**src/rtl/fec_pkg.sv**
```systemverilog
package fec_pkg;

    // Controller states of the multiblock parity encoder
    typedef enum logic {
        ST_IDLE  = 1'b0,
        ST_ACCUM = 1'b1
    } fec_state_e;

endpackage

```
**src/rtl/fec_div_step.sv**
```systemverilog
// Combinational division of the running remainder by the generator polynomial,
// DATA_W input bits per call, most significant input bit first.
module fec_div_step #(
    parameter int             DATA_W = 64,
    parameter int             PAR_W  = 26,
    parameter logic [PAR_W-1:0] POLY = 26'h0220211
) (
    input  logic [PAR_W-1:0]  rem_in,
    input  logic [DATA_W-1:0] data_in,
    output logic [PAR_W-1:0]  rem_out
);

    logic [DATA_W:0][PAR_W-1:0] chain;

    assign chain[0] = rem_in;

    for (genvar i = 0; i < DATA_W; i++) begin : g_bit
        logic fb;
        assign fb           = chain[i][PAR_W-1] ^ data_in[DATA_W-1-i];
        assign chain[i+1]   = {chain[i][PAR_W-2:0], 1'b0} ^ ({PAR_W{fb}} & POLY);
    end

    assign rem_out = chain[DATA_W];

endmodule

```
**src/rtl/fec_blk_counter.sv**
```systemverilog
// Counts the blocks already taken into the open multiblock.
module fec_blk_counter #(
    parameter int BLOCKS = 32
) (
    input  logic clk,
    input  logic rst_n,
    input  logic take,
    input  logic first,
    input  logic finish,
    output logic cnt_last
);

    localparam int                CNT_W = (BLOCKS > 1) ? $clog2(BLOCKS) : 1;
    localparam logic [CNT_W-1:0]  LAST  = CNT_W'(BLOCKS - 1);

    logic [CNT_W-1:0] cnt;

    always_ff @(posedge clk or negedge rst_n) begin
        if (!rst_n) begin
            cnt <= '0;
        end else if (finish) begin
            cnt <= '0;
        end else if (first) begin
            cnt <= CNT_W'(1);
        end else if (take) begin
            cnt <= cnt + CNT_W'(1);
        end
    end

    assign cnt_last = (cnt == LAST);

    // an idle cycle leaves the count alone
    a_r5_cnt_still: assert property (@(posedge clk) disable iff (!rst_n)
        !take |=> $stable(cnt));

    // a start-flagged block that does not close leaves exactly one block counted
    a_r6_cnt_restart: assert property (@(posedge clk) disable iff (!rst_n)
        (first && !finish) |=> (cnt == CNT_W'(1)));

endmodule

```
**src/rtl/fec_ctrl.sv**
```systemverilog
// Multiblock controller: decides which blocks are taken, restarted and closed.
module fec_ctrl
    import fec_pkg::*;
#(
    parameter int BLOCKS = 32
) (
    input  logic clk,
    input  logic rst_n,
    input  logic blk_valid,
    input  logic mb_start,
    input  logic cnt_last,
    output logic take,
    output logic first,
    output logic finish,
    output logic in_mb
);

    localparam bit SINGLE = (BLOCKS == 1);

    fec_state_e state_q, state_d;

    // state register
    always_ff @(posedge clk or negedge rst_n) begin
        if (!rst_n) begin
            state_q <= ST_IDLE;
        end else begin
            state_q <= state_d;
        end
    end

    // next state
    always_comb begin
        state_d = state_q;
        unique case (state_q)
            ST_IDLE: begin
                if (blk_valid && mb_start) begin
                    state_d = SINGLE ? ST_IDLE : ST_ACCUM;      // open
                end
            end
            ST_ACCUM: begin
                if (blk_valid && mb_start) begin
                    state_d = SINGLE ? ST_IDLE : ST_ACCUM;      // restart
                end else if (blk_valid && cnt_last) begin
                    state_d = ST_IDLE;                          // close
                end else begin
                    state_d = ST_ACCUM;                         // advance / wait
                end
            end
            default: state_d = ST_IDLE;
        endcase
    end

    // outputs
    always_comb begin
        take   = 1'b0;
        first  = 1'b0;
        finish = 1'b0;
        unique case (state_q)
            ST_IDLE: begin
                take   = blk_valid && mb_start;
                first  = blk_valid && mb_start;
                finish = blk_valid && mb_start && SINGLE;
            end
            ST_ACCUM: begin
                take   = blk_valid;
                first  = blk_valid && mb_start;
                finish = blk_valid && (mb_start ? SINGLE : cnt_last);
            end
            default: ;
        endcase
    end

    assign in_mb = (state_q == ST_ACCUM);

    // in idle, only start-flagged blocks are taken
    a_r7_idle_gate: assert property (@(posedge clk) disable iff (!rst_n)
        (!in_mb && blk_valid && !mb_start) |=> (in_mb == $past(in_mb)));

    // a start flag without a valid block does not open a multiblock
    a_r8_start_needs_valid: assert property (@(posedge clk) disable iff (!rst_n)
        (!in_mb && !blk_valid) |=> !in_mb);

endmodule

```
**src/rtl/fec_remainder.sv**
```systemverilog
// Holds the running remainder; zero at the start of each multiblock.
module fec_remainder #(
    parameter int               DATA_W = 64,
    parameter int               PAR_W  = 26,
    parameter logic [PAR_W-1:0] POLY   = 26'h0220211
) (
    input  logic              clk,
    input  logic              rst_n,
    input  logic              take,
    input  logic              first,
    input  logic              finish,
    input  logic [DATA_W-1:0] data,
    output logic [PAR_W-1:0]  rem_next,
    output logic [PAR_W-1:0]  rem_q
);

    logic [PAR_W-1:0] rem_base;

    assign rem_base = first ? '0 : rem_q;

    fec_div_step #(
        .DATA_W (DATA_W),
        .PAR_W  (PAR_W),
        .POLY   (POLY)
    ) i_step (
        .rem_in  (rem_base),
        .data_in (data),
        .rem_out (rem_next)
    );

    always_ff @(posedge clk or negedge rst_n) begin
        if (!rst_n) begin
            rem_q <= '0;
        end else if (finish) begin
            rem_q <= '0;
        end else if (take) begin
            rem_q <= rem_next;
        end
    end

    // no block taken, remainder unchanged
    a_r5_rem_still: assert property (@(posedge clk) disable iff (!rst_n)
        !take |=> $stable(rem_q));

endmodule

```
**src/rtl/fec_parity_enc.sv**
```systemverilog
module fec_parity_enc
    import fec_pkg::*;
#(
    parameter int               DATA_W = 64,
    parameter int               BLOCKS = 32,
    parameter int               PAR_W  = 26,
    parameter logic [PAR_W-1:0] POLY   = 26'h0220211
) (
    input  logic              clk,
    input  logic              rst_n,
    input  logic              blk_valid,
    input  logic              mb_start,
    input  logic [DATA_W-1:0] blk_data,
    output logic              par_valid,
    output logic [PAR_W-1:0]  par_word
);

    logic             take, first, finish, in_mb, cnt_last;
    logic [PAR_W-1:0] rem_next, rem_q;

    fec_ctrl #(.BLOCKS(BLOCKS)) i_ctrl (
        .clk       (clk),
        .rst_n     (rst_n),
        .blk_valid (blk_valid),
        .mb_start  (mb_start),
        .cnt_last  (cnt_last),
        .take      (take),
        .first     (first),
        .finish    (finish),
        .in_mb     (in_mb)
    );

    fec_blk_counter #(.BLOCKS(BLOCKS)) i_cnt (
        .clk      (clk),
        .rst_n    (rst_n),
        .take     (take),
        .first    (first),
        .finish   (finish),
        .cnt_last (cnt_last)
    );

    fec_remainder #(
        .DATA_W (DATA_W),
        .PAR_W  (PAR_W),
        .POLY   (POLY)
    ) i_rem (
        .clk      (clk),
        .rst_n    (rst_n),
        .take     (take),
        .first    (first),
        .finish   (finish),
        .data     (blk_data),
        .rem_next (rem_next),
        .rem_q    (rem_q)
    );

    // output register
    always_ff @(posedge clk or negedge rst_n) begin
        if (!rst_n) begin
            par_valid <= 1'b0;
            par_word  <= '0;
        end else begin
            par_valid <= finish;
            if (finish) begin
                par_word <= rem_next;
            end
        end
    end

    // remainder is back at zero whenever a word is released
    a_r2_cleared: assert property (@(posedge clk) disable iff (!rst_n)
        par_valid |-> (rem_q == '0));

    // word only moves together with the strobe
    a_r4_word_hold: assert property (@(posedge clk) disable iff (!rst_n)
        !par_valid |-> $stable(par_word));

    // a released word closes the multiblock
    a_r3_closed: assert property (@(posedge clk) disable iff (!rst_n)
        (par_valid && !$past(blk_valid && mb_start)) |-> !in_mb);

    generate
        if (BLOCKS > 1) begin : g_pulse
            // strobe is a single cycle
            a_r3_one_cycle: assert property (@(posedge clk) disable iff (!rst_n)
                par_valid |=> !par_valid);
        end
    endgenerate

endmodule

```
**config.mk**
```make
export PLATFORM = sky130hd
export DESIGN_NAME = fec_parity_enc
export DESIGN_NICKNAME = d
export VERILOG_FILES = /design/src/rtl/fec_pkg.sv /design/src/rtl/fec_div_step.sv /design/src/rtl/fec_blk_counter.sv /design/src/rtl/fec_ctrl.sv /design/src/rtl/fec_remainder.sv /design/src/rtl/fec_parity_enc.sv
export SDC_FILE = /design/constraint.sdc
export NUM_CORES = 1
export LEC_CHECK = 0
export BUFFER_PORTS_ARGS = -buffer_cell sky130_fd_sc_hd__buf_2
export CAP_MARGIN = 20
export CORE_ASPECT_RATIO = 0.9
export CORE_MARGIN = 5
export CORE_UTILIZATION = 57
export DETAILED_ROUTE_END_ITERATION = 8
export HOLD_SLACK_MARGIN = 0.08
export PLACE_DENSITY = 0.82
export SLEW_MARGIN = 10
export SYNTH_ARGS = -nofsm -noshare
export SYNTH_HDL_FRONTEND = slang
export SYNTH_SLANG_ARGS = --single-unit
```
**constraint.sdc**
```tcl
create_clock -name clk -period 4.3 [get_ports clk]
set_input_delay 0.86 -clock clk [delete_from_list [all_inputs] [get_ports clk]]
set_output_delay 0.86 -clock clk [all_outputs]
set_load 0.02 [all_outputs]
```
# ---- Word-level counts from Yosys, hierarchy flattened
# Index checks and enable logic that the tools add are counted.
dict set report totals {
  ff_bits 59
  elab_cells 154
  output_inout_bits 27
  inputBits 68
}
dict set report op_classes {
  n_addsub 1
  n_reduce_logical 5
  n_mux 13
  n_eq_ne 1
  n_bitwise 129
}
# operator count
set ops {}
lappend ops {{$xor 26x22->26} 64}
lappend ops {{$mux 26} 3}
lappend ops {{$xor 1x1->1} 64}
lappend ops {{$mux 5} 3}
lappend ops {{$pmux 1 s2} 3}
lappend ops {{$add 5x1->5 const B} 1}
lappend ops {{$eq 5x5->1 const B} 1}
lappend ops {{$mux 1} 4}
lappend ops {{$logic_and 1x1->1} 3}
lappend ops {{$reduce_bool 3->1} 1}
lappend ops {{$reduce_bool 2->1} 1}
lappend ops {{$not 1->1} 1}

# ---- Depth between registers and ports, before layout
dict set report logic_depth {
  word_depth 132
  ltp_mapped 12
  depth_no_buf 10
}

# ---- By module
# From an unflattened synthesis, not the netlist that was laid out.
dict set report unflattened {
  cells_unflattened 401
  hier_area_um2 5351.4
}
# mod area_per_inst_um2 cells_per_inst seq_area_each_um2 n_inst
set by_module_without_submodules {}
lappend by_module_without_submodules {fec_div_step 2650.0 203 0.0 1}
lappend by_module_without_submodules {fec_remainder 1251.2 112 650.6 1}
lappend by_module_without_submodules {fec_parity_enc 1094.8 56 675.6 1}
lappend by_module_without_submodules {fec_blk_counter 290.3 24 125.1 1}
lappend by_module_without_submodules {fec_ctrl 65.1 6 25.0 1}

# ---- Worst setup path after synthesis
# No wires, ideal clock.
dict set report synth_path {
  path_kind {input port to flip-flop}
  start {in mb_start}
  end {reg par_word[21]}
  t_arrival_ps 4187
  setup_ps 125
  setup_slack_ps -12
  path_stages 11
  n_path_buf 1
  required_time_ps 4175
  path_cell_list {and2_1 -> buf_2 -> nor2_2 -> xnor2_4 -> xnor3_2 -> xnor3_2 -> xnor3_1 -> xnor3_2 -> xor3_2 -> xnor3_1 -> mux2_4}
}
dict set report synth_via {
  elab_chain_cells 79
  elab_cells_between_ends 125
  cone_classes {mux: 3; bitwise: 120; reduce/logical: 2}
}
# element line_no
set synth_lines {}
lappend synth_lines {{start: declaration} fec_parity_enc.sv:12} ;# input logic mb_start,
lappend synth_lines {{$logic_and 1x1->1} {fec_ctrl.sv:61, fec_ctrl.sv:66}}
lappend synth_lines {{$mux 26} fec_remainder.sv:19} ;# assign rem_base = first ? '0 : rem_q;
lappend synth_lines {{$xor 26x22->26 (3 in series)} fec_div_step.sv:20} ;# assign chain[i+1] = {chain[i][PAR_W-2:0], 1'b0} ^ ({PAR_W{fb}} & POLY);
lappend synth_lines {{$xor 1x1->1} fec_div_step.sv:19} ;# assign fb = chain[i][PAR_W-1] ^ data_in[DATA_W-1-i];
lappend synth_lines {{$xor 26x22->26 (5 in series)} fec_div_step.sv:20}
lappend synth_lines {{$xor 1x1->1} fec_div_step.sv:19}
lappend synth_lines {{$xor 26x22->26 (5 in series)} fec_div_step.sv:20}
lappend synth_lines {{$xor 1x1->1} fec_div_step.sv:19}
lappend synth_lines {{[... 41 more ...]} n/a}
lappend synth_lines {{$xor 1x1->1} fec_div_step.sv:19}
lappend synth_lines {{$xor 26x22->26 (5 in series)} fec_div_step.sv:20}
lappend synth_lines {{$xor 1x1->1} fec_div_step.sv:19}
lappend synth_lines {{$xor 26x22->26 (5 in series)} fec_div_step.sv:20}
lappend synth_lines {{$xor 1x1->1} fec_div_step.sv:19}
lappend synth_lines {{$xor 26x22->26 (5 in series)} fec_div_step.sv:20}
lappend synth_lines {{$xor 1x1->1} fec_div_step.sv:19}
lappend synth_lines {{$xor 26x22->26} fec_div_step.sv:20}
lappend synth_lines {{end signal: assignment} fec_parity_enc.sv:65} ;# par_word <= rem_next;
lappend synth_lines {{end: declaration} fec_parity_enc.sv:15} ;# output logic [PAR_W-1:0] par_word
# Several ways; a longest one is shown, not always the timed one.
# A chain may end at the register's enable or synchronous reset.

# ---- Worst setup path after layout
dict set report layout_path {
  start {in mb_start}
  end {reg i_rem.rem_q[23]}
}
dict set report layout_via {
  elab_chain_cells 81
  elab_cells_between_ends 127
  cone_classes {mux: 6; bitwise: 118; reduce/logical: 3}
}
# element line_no
set layout_lines {}
lappend layout_lines {{$logic_and 1x1->1} {fec_ctrl.sv:60, fec_ctrl.sv:61, fec_ctrl.sv:66}}
lappend layout_lines {{$mux 26} fec_remainder.sv:19}
lappend layout_lines {{$xor 26x22->26} fec_div_step.sv:20}
lappend layout_lines {{$xor 1x1->1} fec_div_step.sv:19}
lappend layout_lines {{$xor 26x22->26 (5 in series)} fec_div_step.sv:20}
lappend layout_lines {{$xor 1x1->1} fec_div_step.sv:19}
lappend layout_lines {{$xor 26x22->26 (5 in series)} fec_div_step.sv:20}
lappend layout_lines {{$xor 1x1->1} fec_div_step.sv:19}
lappend layout_lines {{[... 47 more ...]} n/a}
lappend layout_lines {{$xor 1x1->1} fec_div_step.sv:19}
lappend layout_lines {{$xor 26x22->26 (5 in series)} fec_div_step.sv:20}
lappend layout_lines {{$xor 1x1->1} fec_div_step.sv:19}
lappend layout_lines {{$xor 26x22->26 (5 in series)} fec_div_step.sv:20}
lappend layout_lines {{$xor 1x1->1} fec_div_step.sv:19}
lappend layout_lines {{$xor 26x22->26 (3 in series)} fec_div_step.sv:20}
lappend layout_lines {{$mux 26} fec_remainder.sv:36} ;# end else if (take) begin
lappend layout_lines {{$mux 26} fec_remainder.sv:34} ;# end else if (finish) begin
lappend layout_lines {{end signal: assignment} fec_remainder.sv:37} ;# rem_q <= rem_next;
lappend layout_lines {{end: declaration} fec_remainder.sv:14} ;# output logic [PAR_W-1:0] rem_q
# Several ways; a longest one is shown, not always the timed one. The select of a mux whose other input is x is not followed.

==> out/results.md <==
| Parameter | This run |
|:---|:---|
| Status | finished, final reports clean |
| Clock transition at path regs | 0.07 ns |
| Path class of the lowest-slack min-delay path | flop to flop |
| Wire length of the first global-routing pass | 21.74 mm |
| Number of DRC markers after the initial detailed-route iteration | 293 |
| DRC Markers | 0 |
| Initial Utilization | 58.62% |
| Number of warnings reported in the yosys synthesis log | 0 |
| Post-synthesis instance total | 456 |
| Type of the worst setup path | input port to flop |
| Wire per inst | 19.38 um |
| CTS H-tree depth | 3 |
| Setup repair after global routing missed its margin | no |
| Weighted congestion at the end of routability-driven global placement | 1.003 |
| TritonRoute pass-1 iters | 5 |
| Setup violations, final | 0 |
| GRT Overall Usage | 27.10% |
| Total detailed-routing wirelength | 14.23 mm |
| Final-report max-slew violation count | 0 |
| Worst reg-to-reg setup slack | 0.46 ns |
| Sum of overflow across all layers after global routing | 0 |
| Diodes inserted | 0 |
| Arrival time worst endpoint | 4.41 ns |
| Via count of the first global-routing pass | 4,057 |
| Terminus of the critical flop-to-flop path | i_rem.rem_q[23] |
| Number of buffers added by the clock tree synthesis step | 9 |
| Per-instance average area after synthesis | 11.07 um2 |
| R2r worst-path depth | 10 |
| Number of flip-flops and latches in the synthesized netlist | 59 |
| I/O pin count | 95 |
| Tightest slew margin relative to the limit | 51.62% |
| Clk Tree Root Cell | sky130_fd_sc_hd__clkbuf_8 |
| Type of destination of the critical path | flop |
| Synthesized netlist net count | 526 |
| TritonCTS Sinks | 59 |
| Clock latency at the later pin of the worst-skew pair | 0.34 ns |
| Worst Hold End | par_word[10] |
| Max-cap violations | 0 |
| Final net count | 680 |
| Hold violation total from the final report | 0 |
| Sequential-to-total area share from yosys stat | 29.26% |
| TritonCTS clock tree | yes |
| Std-Cell Core Area | 0.008608 mm2 |
| Cell depth of the worst min-delay path | 2 |
| Worst Path Required | 4.56 ns |
| Routed Antenna Nets | 0 |
| Final WS setup | 0.1478 ns |
| Pin count of the biggest net entering global routing | 60 |
| Count of input and output buffers | 94 |
| Most common cell after layout, fill and taps aside | sky130_fd_sc_hd__xnor2_1 |
| Crit path time final | 4.152 ns |
| Setup crit start kind | input port |
| Max Fclk | 0.2408 GHz |
| Vertical die dimension | 99.26 um |
| Gates resized, CTS repair | 0 |
| Worst-case clock buffer depth | 2 |
| Detailed placement HPWL | 11.79 mm |
| Initial antenna violation count | 0 |
| Worst setup timing slack at the placement stage | -0.3639 ns |
| Netlist area before placement | 0.005046 mm2 |
| Origin of the critical flop-to-flop path | i_rem.rem_q[21] |
| Via density per instance | 5.198 |
| Slew at the pin closest to its max-slew limit | 0.7257 ns |
| Count of distinct cell types in the synthesized netlist | 36 |
| Post-Route Skew | 0.01268 ns |
| CTS hold repair buffers | 0 |
| Most frequent cells in the layout | sky130_fd_sc_hd__xnor2_1, sky130_fd_sc_hd__buf_2, sky130_fd_sc_hd__nand2_1 |
| Largest driver fanout on the critical path | 6 |
| Post-CTS setup buffer count | 0 |
| Die area | 0.01084 mm2 |
| Fraction of layout instances using a drive strength above 1 | 30.57% |
| Worst min-delay path startpoint | par_word[10] |
| Row Count | 32 |
| Final Cycle Share | 96.56% |
| Horizontal die dimension | 109.2 um |
| Layout overhead on the synthesized area | 24.18% |
| Vias | 3,815 |
==> per-stage QoR <==
stage | instances | hold slack, ns | area (um2) | utilization, % | TNS, ns
after floorplan | 456 | 0.4538 | 5046 | - | 0
after global placement | 718 | 0.4562 | 6078 | 70.61 | -1.944
after detailed placement | 718 | 0.4623 | 6078 | 70.61 | -4.501
after global routing | 734 | 0.4961 | 6266 | 72.79 | 0
after CTS | 734 | 0.4841 | 6256 | 72.67 | 0
final | 734 | 0.4816 | 6266 | 72.79 | 0
==> kinds of logic (layout without fill, tap and decap cells) <==
logic type | after synthesis | count (layout) | share of synthesized area, %
simple gates | 91 | 91 | 7.290
fa+ha+maj | 2 | 2 | 0.4958
compound gates | 62 | 62 | 7.414
buf+inv | 17 | 176 | 1.487
mux | 2 | 2 | 0.5206
xor+xnor | 223 | 223 | 53.53
flops | 59 | 59 | 29.26
==> critical path, stage by stage <==
cell and delay, ns:
sky130_fd_sc_hd__buf_2 0.12, sky130_fd_sc_hd__and2_1 0.21, sky130_fd_sc_hd__buf_4 0.16, sky130_fd_sc_hd__nor2_2 0.15, sky130_fd_sc_hd__xnor2_2 0.17, sky130_fd_sc_hd__buf_4 0.17
sky130_fd_sc_hd__xnor3_1 0.35, sky130_fd_sc_hd__xnor3_1 0.40, sky130_fd_sc_hd__xnor3_1 0.45, sky130_fd_sc_hd__xnor3_1 0.47, sky130_fd_sc_hd__xnor2_1 0.24, sky130_fd_sc_hd__xnor3_1 0.49
sky130_fd_sc_hd__o21ai_0 0.16
==> registers in the layout, summed over array words and instances, names as in the netlist <==
register / count
par_valid: 1
i_rem.rem_q: 26
par_word: 26
i_cnt.cnt: 5
i_ctrl.in_mb: 1
==> synth_stat cells (all sizes together) <==
cell / instances / area share [%]
mux2: 2 / 0.52
o21ai: 40 / 4.0
o31ai: 4 / 0.60
dfrtp: 59 / 29
nand2: 68 / 5.1
nor4bb: 1 / 0.20
a21boi: 7 / 1.0
and2: 1 / 0.12
clkbuf: 9 / 0.67
xor3: 11 / 5.2
xnor3: 39 / 17
o22ai: 1 / 0.12
and3: 1 / 0.12
ha: 2 / 0.50
a21o: 1 / 0.15
nand4b: 1 / 0.17
a22o: 8 / 1.4
nor2: 16 / 1.3
a22oi: 1 / 0.15
xnor2: 128 / 23
xor2: 45 / 7.8
nor3: 1 / 0.099
buf: 5 / 0.59
nand3: 1 / 0.099
inv: 3 / 0.22
nand2b: 1 / 0.12
==> how the worst max path moves through the flow <==
stage	from	end	slack, ns
finish	mb_start	i_rem.rem_q[23]	0.15
floorplan	mb_start	par_word[22]	0.08
global placement	mb_start	par_word[23]	-0.26
CTS	mb_start	par_word[23]	0.006
global route	mb_start	par_word[23]	0.04
detailed placement	mb_start	par_word[23]	-0.36
==> routing by layer <==
metal | share of wire, % | GRT usage (%)
met5 | 0 | 0
met4 | 2.2 | 8.245
met3 | 8.1 | 5.386
met2 | 46 | 43.77
met1 | 44 | 37.07
==> final cells by class <==
class	count	area, um2
Fill cell	616	2342
Inverter	3	11.26
Tap cell	119	148.9
Multi-Input combinational cell	380	3508
Clock inverter	7	53.80
Timing Repair Buffer	157	943.4
Sequential cell	59	1476
Clock buffer	9	123.9
Power is left out: the tool's default activity adds up to more than one toggle a clock period on the data nets, which glitch-free logic cannot reach.
